File: config.mk
export PLATFORM = sky130hd
export DESIGN_NAME = i2cm_top
export DESIGN_NICKNAME = d
export VERILOG_FILES = /design/src/rtl/i2cm_pkg.sv /design/src/rtl/i2cm_line_mon.sv /design/src/rtl/i2cm_byte_engine.sv /design/src/rtl/i2cm_top.sv
export SDC_FILE = /design/constraint.sdc
export NUM_CORES = 1
export LEC_CHECK = 0
export ABC_AREA = 1
export CAP_MARGIN = 20
export CORE_ASPECT_RATIO = 0.9
export CORE_MARGIN = 2
export CORE_UTILIZATION = 38
export DETAILED_ROUTE_END_ITERATION = 6
export GPL_ROUTABILITY_DRIVEN = 0
export HOLD_SLACK_MARGIN = 0.1
export PLACE_DENSITY = 0.67
export SLEW_MARGIN = 5
export SYNTH_ARGS = -nofsm -noshare
export SYNTH_HDL_FRONTEND = slang
export SYNTH_SLANG_ARGS = --single-unit
File: constraint.sdc
create_clock -name clk -period 7 [get_ports clk]
set_input_delay 1.75 -clock clk [delete_from_list [all_inputs] [get_ports clk]]
set_output_delay 1.75 -clock clk [all_outputs]
set_load 0.01 [all_outputs]
File: src/rtl/i2cm_pkg.sv
package i2cm_pkg;
  // register byte offsets (host software depends on these)
  localparam logic [7:0] OFS_CTRL = 8'h04;
  localparam logic [7:0] OFS_STAT = 8'h08;
  localparam logic [7:0] OFS_DATA = 8'h0C;
  localparam logic [7:0] OFS_MON  = 8'h10;
  localparam logic [7:0] OFS_RATE = 8'h14;
  localparam logic [7:0] OFS_SRST = 8'hFC;

  // control bit positions
  localparam int CB_FAST = 0;
  localparam int CB_RSTA = 2;
  localparam int CB_NACK = 3;
  localparam int CB_TX   = 4;
  localparam int CB_STA  = 5;
  localparam int CB_EN   = 7;
  localparam int CB_IED  = 8;
  localparam int CB_IEA  = 9;
  localparam int CTRL_W  = 10;

  // status bit positions
  localparam int SB_ACK  = 0;
  localparam int SB_MIF  = 1;
  localparam int SB_AL   = 4;
  localparam int SB_BUSY = 5;
  localparam int SB_CF   = 7;

  typedef enum logic [2:0] {
    E_IDLE, E_START, E_HOLD, E_RSTART, E_XFER, E_STOP
  } eng_state_t;
endpackage

File: src/rtl/i2cm_line_mon.sv
module i2cm_line_mon #(
  parameter int SYNC_STAGES = 2
) (
  input  logic clk,
  input  logic rst_n,
  input  logic scl_i,
  input  logic sda_i,
  output logic scl_s,
  output logic sda_s,
  output logic busy
);
  logic [SYNC_STAGES-1:0] scl_sh, sda_sh;
  logic sda_d;

  always_ff @(posedge clk or negedge rst_n) begin
    if (!rst_n) begin
      scl_sh <= '1;
      sda_sh <= '1;
      sda_d  <= 1'b1;
      busy   <= 1'b0;
    end else begin
      scl_sh <= {scl_sh[SYNC_STAGES-2:0], scl_i};
      sda_sh <= {sda_sh[SYNC_STAGES-2:0], sda_i};
      sda_d  <= sda_s;
      if (scl_s && sda_d && !sda_s)      busy <= 1'b1;  // START seen
      else if (scl_s && !sda_d && sda_s) busy <= 1'b0;  // STOP seen
    end
  end

  assign scl_s = scl_sh[SYNC_STAGES-1];
  assign sda_s = sda_sh[SYNC_STAGES-1];
endmodule

File: src/rtl/i2cm_byte_engine.sv
module i2cm_byte_engine
  import i2cm_pkg::*;
#(
  parameter int RATE_W = 16
) (
  input  logic              clk,
  input  logic              rst_n,
  input  logic [RATE_W-1:0] rate,
  input  logic              cmd_start,
  input  logic              cmd_stop,
  input  logic              cmd_tx,
  input  logic              cmd_rx,
  input  logic              rep,
  input  logic              nack,
  input  logic [7:0]        tx_byte,
  input  logic              sda_in,
  output logic              scl_oe,
  output logic              sda_oe,
  output logic              ready,
  output logic              idle,
  output logic              done,
  output logic              al,
  output logic              ack_in,
  output logic [7:0]        shreg,
  output eng_state_t        st
);
  localparam int QW = RATE_W + 1;

  logic [1:0]        ph;
  logic [QW-1:0]     qcnt;
  logic [3:0]        bitn;
  logic              is_tx, nack_q, samp;
  logic              scl_hi, sda_hi, bit_val, tick;
  logic [RATE_W-1:0] rate_eff;
  logic [QW-1:0]     q_last;

  // a quarter of an SCL period is 2*N clocks, so a full period is 8*N
  assign rate_eff = (rate == '0) ? {{(RATE_W-1){1'b0}}, 1'b1} : rate;
  assign q_last   = {rate_eff, 1'b0} - 1'b1;
  assign tick     = (qcnt == q_last);

  assign bit_val = (bitn == 4'd8) ? (is_tx ? 1'b1 : nack_q)
                                  : (is_tx ? shreg[7] : 1'b1);

  always_comb begin
    scl_hi = 1'b1;
    sda_hi = 1'b1;
    unique case (st)
      E_START:  begin scl_hi = !ph[1];                    sda_hi = (ph == 2'd0); end
      E_HOLD:   begin scl_hi = 1'b0;                      sda_hi = 1'b0;         end
      E_RSTART: begin scl_hi = (ph == 2'd1) || (ph == 2'd2); sda_hi = !ph[1];    end
      E_XFER:   begin scl_hi = (ph == 2'd1) || (ph == 2'd2); sda_hi = bit_val;   end
      E_STOP:   begin scl_hi = (ph != 2'd0);              sda_hi = ph[1];        end
      default:  ;
    endcase
  end

  assign scl_oe = !scl_hi;
  assign sda_oe = !sda_hi;
  assign ready  = (st == E_HOLD);
  assign idle   = (st == E_IDLE);

  always_ff @(posedge clk or negedge rst_n) begin
    if (!rst_n) begin
      st <= E_IDLE;  ph <= '0;  qcnt <= '0;  bitn <= '0;
      is_tx <= 1'b0; nack_q <= 1'b0; samp <= 1'b1; shreg <= '0;
      ack_in <= 1'b0; done <= 1'b0; al <= 1'b0;
    end else begin
      done <= 1'b0;
      al   <= 1'b0;
      if (st == E_IDLE) begin
        if (cmd_start) begin st <= E_START; ph <= '0; qcnt <= '0; end
      end else if (st == E_HOLD) begin
        ph <= '0; qcnt <= '0; bitn <= '0;
        if (cmd_stop) st <= E_STOP;
        else if (cmd_tx) begin
          shreg <= tx_byte; is_tx <= 1'b1;
          st <= rep ? E_RSTART : E_XFER;
        end else if (cmd_rx) begin
          is_tx <= 1'b0; nack_q <= nack; st <= E_XFER;
        end
      end else if (!tick) begin
        qcnt <= qcnt + 1'b1;
      end else begin
        qcnt <= '0;
        ph   <= ph + 2'd1;
        if (st == E_XFER && ph == 2'd2) begin
          samp <= sda_in;
          if (bitn == 4'd8 && is_tx) ack_in <= sda_in;
        end
        if (st == E_XFER && ph == 2'd2 && bitn != 4'd8 && is_tx && shreg[7] && !sda_in) begin
          st <= E_IDLE;
          al <= 1'b1;
        end else if (ph == 2'd3) begin
          unique case (st)
            E_START:  st <= E_HOLD;
            E_RSTART: st <= E_XFER;
            E_STOP:   st <= E_IDLE;
            E_XFER: begin
              if (bitn == 4'd8) begin
                st <= E_HOLD; done <= 1'b1;
              end else begin
                shreg <= {shreg[6:0], samp};
                bitn  <= bitn + 4'd1;
              end
            end
            default: ;
          endcase
        end
      end
    end
  end
endmodule

File: src/rtl/i2cm_top.sv
module i2cm_top
  import i2cm_pkg::*;
#(
  parameter int RATE_W      = 16,
  parameter int SYNC_STAGES = 2
) (
  input  logic        clk,
  input  logic        rst_n,
  input  logic [7:0]  reg_addr,
  input  logic        reg_wr,
  input  logic        reg_rd,
  input  logic [31:0] reg_wdata,
  output logic [31:0] reg_rdata,
  input  logic        scl_i,
  input  logic        sda_i,
  output logic        scl_oe,
  output logic        sda_oe,
  output logic        irq
);
  logic              srst, core_rst_n;
  logic [CTRL_W-1:0] ctrl;
  logic [RATE_W-1:0] rate;
  logic              st_cf, st_al, st_mif;
  logic              scl_s, sda_s, bus_busy;
  logic              eng_ready, eng_idle, eng_done, eng_al, eng_ack;
  logic [7:0]        eng_byte;
  eng_state_t        eng_st;
  logic              wr_ctrl, wr_stat, wr_rate, cmd_start, cmd_tx, cmd_rx;

  always_ff @(posedge clk or negedge rst_n) begin
    if (!rst_n) srst <= 1'b0;
    else if (reg_wr && reg_addr == OFS_SRST) srst <= reg_wdata[0];
  end
  assign core_rst_n = rst_n & ~srst;

  assign wr_ctrl   = reg_wr && reg_addr == OFS_CTRL;
  assign wr_stat   = reg_wr && reg_addr == OFS_STAT;
  assign wr_rate   = reg_wr && reg_addr == OFS_RATE;
  assign cmd_tx    = reg_wr && reg_addr == OFS_DATA;
  assign cmd_rx    = reg_rd && reg_addr == OFS_DATA && !ctrl[CB_TX];
  assign cmd_start = ctrl[CB_EN] && ctrl[CB_STA] && eng_idle && !eng_al;

  always_ff @(posedge clk or negedge core_rst_n) begin
    if (!core_rst_n) begin
      ctrl <= '0; rate <= '0;
      st_cf <= 1'b0; st_al <= 1'b0; st_mif <= 1'b0;
    end else begin
      if (wr_ctrl) ctrl <= reg_wdata[CTRL_W-1:0];
      else if (cmd_tx && eng_ready && ctrl[CB_STA] && ctrl[CB_RSTA]) ctrl[CB_RSTA] <= 1'b0;
      if (eng_al) ctrl[CB_STA] <= 1'b0;
      if (wr_rate) rate <= reg_wdata[RATE_W-1:0];
      if (wr_stat) begin
        st_cf  <= st_cf  & reg_wdata[SB_CF];
        st_al  <= st_al  & reg_wdata[SB_AL];
        st_mif <= st_mif & reg_wdata[SB_MIF];
      end
      if (eng_done) begin st_cf <= 1'b1; st_mif <= 1'b1; end
      if (eng_al)   begin st_al <= 1'b1; st_mif <= 1'b1; end
    end
  end

  i2cm_line_mon #(.SYNC_STAGES(SYNC_STAGES)) u_mon (
    .clk(clk), .rst_n(core_rst_n), .scl_i(scl_i), .sda_i(sda_i),
    .scl_s(scl_s), .sda_s(sda_s), .busy(bus_busy)
  );

  i2cm_byte_engine #(.RATE_W(RATE_W)) u_eng (
    .clk(clk), .rst_n(core_rst_n), .rate(rate),
    .cmd_start(cmd_start), .cmd_stop(!ctrl[CB_STA]), .cmd_tx(cmd_tx), .cmd_rx(cmd_rx),
    .rep(ctrl[CB_RSTA]), .nack(ctrl[CB_NACK]), .tx_byte(reg_wdata[7:0]),
    .sda_in(sda_s), .scl_oe(scl_oe), .sda_oe(sda_oe),
    .ready(eng_ready), .idle(eng_idle), .done(eng_done), .al(eng_al),
    .ack_in(eng_ack), .shreg(eng_byte), .st(eng_st)
  );

  assign irq = (ctrl[CB_IED] && (st_cf || st_mif)) || (ctrl[CB_IEA] && st_al);

  always_comb begin
    reg_rdata = '0;
    unique case (reg_addr)
      OFS_CTRL: reg_rdata[CTRL_W-1:0] = ctrl;
      OFS_STAT: begin
        reg_rdata[SB_CF]   = st_cf;
        reg_rdata[SB_BUSY] = bus_busy;
        reg_rdata[SB_AL]   = st_al;
        reg_rdata[SB_MIF]  = st_mif;
        reg_rdata[SB_ACK]  = eng_ack;
      end
      OFS_DATA: reg_rdata[7:0] = eng_byte;
      OFS_MON:  reg_rdata[1:0] = {sda_s, scl_s};
      OFS_RATE: reg_rdata[RATE_W-1:0] = rate;
      OFS_SRST: reg_rdata[0] = srst;
      default:  ;
    endcase
  end
endmodule

== Yosys cells after proc, flatten, opt, wreduce, memory -nomap -nowiden ==
Index checks and enable logic that the tools add are counted.

* Flip-flop bits (word level): 76
* Bits of input ports: 46
* Output and inout bits: 35
* Word-level logic and storage cells: 194

* $add $sub $neg: 4
* Equal/unequal tests: 24
* Multiplexer cells: 74
* Bitwise gates (word level): 8
* Reductions and logical operators: 61

{| class="wikitable"
|+ Operators by type and width
! cell !! count
|-
| $mux W17 || 4
|-
| $mux W8 || 8
|-
| $mux W3 || 12
|-
| $mux W1 || 28
|-
| $logic_and A1 B1 Y1 || 25
|-
| $mux W4 || 6
|-
| $reduce_bool A2 Y1 || 10
|-
| $add A17 B1 Y17 const B || 1
|-
| $eq A17 B17 Y1 || 1
|-
| $sub A17 B1 Y17 const B || 1
|-
| $eq A8 B4 Y1 const B || 2
|-
| $eq A8 B5 Y1 const B || 2
|-
| $logic_not A16 Y1 || 1
|-
| $mux W16 || 1
|-
| $pmux W3 S4 || 1
|-
| $reduce_and A6 Y1 || 2
|-
| $pmux W1 S5 || 2
|-
| $reduce_and A5 Y1 || 2
|-
| $eq A8 B3 Y1 const B || 1
|-
| $eq A8 B8 Y1 const B || 1
|-
| $mux W2 || 4
|-
| $pmux W1 S4 || 2
|-
| $pmux W2 S4 || 1
|-
| $reduce_and A4 Y1 || 2
|-
| other kinds (30) || 51
|}

== Depth between registers and ports, before layout ==
* Depth after elaboration: 10
* Depth in mapped cells: 24
* Mapped depth without buffers: 22

== By module ==
From an unflattened synthesis, not the netlist that was laid out.

* Cell total of the unflattened synthesis: 693
* Area total of the unflattened synthesis: 4973.5 um^2

{| class="wikitable"
|+ By module, submodules not included
! module !! times used !! cells an instance !! area an instance (um^2)
|-
| i2cm_byte_engine || 1 || 427 || 2949.1
|-
| i2cm_top || 1 || 251 || 1831.8
|-
| i2cm_line_mon || 1 || 15 || 192.7
|}

== Worst setup path before layout ==
Ideal clock, no wire load.

* Path type: in2out
* Start: input reg_addr[7]
* End: output reg_rdata[1]
* Arrival time: 2792 ps
* Path slack: 2458 ps
* Cell stages on the path: 7
* Buffers on the path: 0
* Path through: nor2_1 > inv_1 > nor3_1 > nand2_1 > nor2_1 > a22oi_1 > o2111ai_1

* Cells in the longest elaborated chain, start to end: 2
* Elaborated cells between the ends (all ways): 6

{| class="wikitable"
|+ Ends and longest elaborated chain
! element !! line !! source
|-
| start: declaration || i2cm_top.sv:9 || <nowiki>input logic [7:0] reg_addr,</nowiki>
|-
| $eq A8 B5 Y1 (tied with other cells) || i2cm_top.sv:80 || <nowiki>unique case (reg_addr)</nowiki>
|-
| $pmux W1 S5 (*) || i2cm_top.sv:80 ||
|-
| end: declaration || i2cm_top.sv:13 || <nowiki>output logic [31:0] reg_rdata,</nowiki>
|}

Every way passes the cells marked *; elsewhere a longest branch is shown, timed or not.

== Worst setup path in the final report ==
Ends and elaborated chain as after synthesis.

==> metrics <==
TritonCTS Buffers=9; Sw Ratio=35.39%; Global Route Usage Sum=18.51%; worst vdd rail ir drop=0.0001588 V; combinational power share=29.2%; Area growth syn-to-layout=17.35%; measured slew at the worst slew-check pin=0.9623 ns; Worst Setup Start Kind=input pin; part of the power in registers=36.9%; clock tree from TritonCTS=built; Vias/cell=a little under 5; yosys warns=0; Met1 Wirelength=6.247 mm; Lkg Pwr=between 2 and 3 nW; ANT cells=0; Crit. End Element=output port; Max Clock Skew=approximately 0.0087 ns; Worst Setup Path Type=input pin to output port; Critical Path RT=5.25 ns; Clk pwr share=33.9%; Seq/Total Area, Yosys=a little under two fifths; TNS Setup=0 ns; post-synth cell types=between 40 and 50; Port Buf Inserts=48; CP arrival=around 4.1 ns; CTS root buf=clkbuf_16; clk buf depth=2; # clock sinks=76; Final Slew Violations=0; Psw=0.4896 mW; hold_ws=roughly 0.36 ns; hold crit path type=register to register; Clk pin slew, worst setup/hold paths=0.06 ns; drt first-iter violations=424; H-tree depth=3; number of nets with antenna violations after routing=0; core footprint=12780 µm²; Synth Area per Inst=7.285 µm²; Pre-antenna DRT Iters=4; Layout fillers=approximately 1.3k; RSZ-0062 raised after global routing=no; hold_buf cts=0; clock latency on the worst-skew pair=0.34 ns; main flop type after synthesis=dfrtp_1; status=complete, no violations; critical path peak fanout=8; internal power=0.8938 mW; wire length on met2=5.461 mm; final setup fails=0; EDFF count, synth=0; highest routed layer=met4; Die H=113.0 µm; chip width=125.1 µm; pin count of the biggest net entering global routing=76; pwr/cell area=around 240 nW/µm²; first-pass GRT wire length=20.96 mm; fmax=169.9 MHz; most frequent cells in the layout=nand2_1 (177), inv_1 (94), nor2_1 (75), dfrtp_1 (70), nand3_1 (51); Post-Syn Area=between 5000 and 6000 µm²; site row count=39; post-cts sizing count=0; routed length on met3=853 µm; DP HPWL=9.709 mm; Final min period=about 5.9 ns; share of post-route cells with drive strength above 1=8.637%; Congestion Overflow GR=0; Post-Place Cells=889; Yosys reg bits=76; routed vias=around 4.5k; Post-Route WL=about 13 mm; most common cell after layout, fill and taps aside=nand2_1; nets@finish=789; # IOs=81; endpoints failing hold=0; starting density of the core=39.21%; postcts setup bufs=0; average wire per standard cell=14.04 µm; Post-Synthesis Cells=688; Final Cycle Share=around 84%; die footprint=about 14000 µm²; fin cells=about 900; DRC viols=0; max cap viols=0; initial antenna violation count=0; vias in the first global route=4128; ys async rst share=100.0%; slew margin rel.=35.69%
-- cells by family after synthesis --
logic type               synth area share (%)
AND/OR/NAND/NOR                         35.45
XOR/XNOR                                4.618
other                                 0.07482
flip-flops                              38.09
AO/OA/AOI/OAI                           8.912
adder cells (fa/ha/maj)                 1.747
buffers and inverters                   11.11
-- power by group through the flow --
stage               combinational [mW]  clock (mW)  sequential, mW
finish                           0.403       0.469           0.511
global placement                 0.399           0           0.517
floorplan                        0.325           0           0.507
global route                     0.457       0.500           0.515
CTS                              0.404       0.476           0.509
detailed placement               0.401           0           0.517
-- Yosys cell counts, types with 2 or more instances --
master / n / area (µm²)
o2111ai_1: 4 / 35.03
dfstp_2: 6 / 157.7
nand2_4: 4 / 45.04
o211ai_1: 3 / 22.52
buf_4: 17 / 127.6
nand4_2: 2 / 25.02
nand3_2: 4 / 40.04
a31oi_1: 2 / 12.51
nand4_1: 20 / 125.1
ha_1: 7 / 87.58
nand2_2: 3 / 18.77
clkbuf_1: 7 / 26.28
xor2_1: 15 / 131.4
o31ai_1: 2 / 15.01
dfrtp_1: 70 / 1752
nand3_1: 51 / 255.2
nor3_1: 11 / 55.05
o21bai_1: 2 / 15.01
clkinv_1: 2 / 7.510
o22ai_1: 3 / 18.77
nand2_1: 177 / 664.4
o21ai_0: 47 / 235.2
nor2_1: 76 / 285.3
xnor2_1: 7 / 61.31
nor2_2: 11 / 68.82
inv_1: 94 / 352.8
a21oi_1: 12 / 60.06
nor2_4: 13 / 146.4
-- routing by layer --
layer	up-vias	track usage [%]
li1	2268	-
met1	2061	28.04
met2	141	27.39
met3	13	3.452
met4	0	4.370
met5	-	0
-- sequential cells by signal (all words and copies together) (netlist names), 2 cells and up --
register,flops
u_eng.bitn,4
u_mon.scl_sh,2
u_eng.shreg,8
u_eng.st,3
u_eng.qcnt,17
rate,16
u_eng.ph,2
u_mon.sda_sh,2
ctrl,10
-- metrics by stage --
stage / worst slack, ns / instance area [µm²] / power (mW) / utilization [%]
final: 1.115 / 5882 / 1.383 / 46.01
after global routing: 0.9277 / 5882 / 1.472 / 46.01
after CTS: 1.181 / 5882 / 1.390 / 46.01
after detailed placement: 1.189 / 5579 / 0.9180 / 43.64
after global placement: 1.175 / 5579 / 0.9166 / 43.64
after floorplan: 0.8599 / 5069 / 0.8322 / -
-- final cells by class --
cell class,instances,area [µm²],area share [%]
clock buffer,10,239.0,4.063
clock inverter,6,63.81,1.085
inverter,97,366.6,6.233
multi-input combinational,503,2610,44.37
sequential,76,1909,32.46
tap,164,205.2,3.489
timing repair buffer,49,488.0,8.296
-- worst max-delay path: stages --
cell	delay, ns
clkdlybuf4s50_1	0.42
nor2_1	0.15
inv_1	0.05
nor3_1	0.24
nand2_1	0.11
nor2_1	0.54
a22oi_1	0.18
o2111ai_1	0.13
clkdlybuf4s50_1	0.57
-- path summary, 6_finish.rpt --
path | startpoint | endpoint | slack, ns | depth (start not counted)
setup / recovery | reg_addr[7] | reg_rdata[1] | 1.11 | 9
hold / removal | u_mon.scl_sh[0]$_DFF_PN1_ | u_mon.scl_sh[1]$_DFF_PN1_ | 0.36 | 0
setup reg to reg | rate[8]$_DFFE_PN0P_ | u_eng.shreg[4]$_DFFE_PN0P_ | 3.47 | 20
hold reg to reg | u_mon.scl_sh[0]$_DFF_PN1_ | u_mon.scl_sh[1]$_DFF_PN1_ | 0.36 | 0
max in group asynchronous | rst_n | u_eng.shreg[5]$_DFFE_PN0P_ | 4.18 | 4
min in group asynchronous | srst$_DFFE_PN0P_ | ctrl[0]$_DFFE_PN0P_ | 0.66 | 2
(Power assumes the default switching activity.)
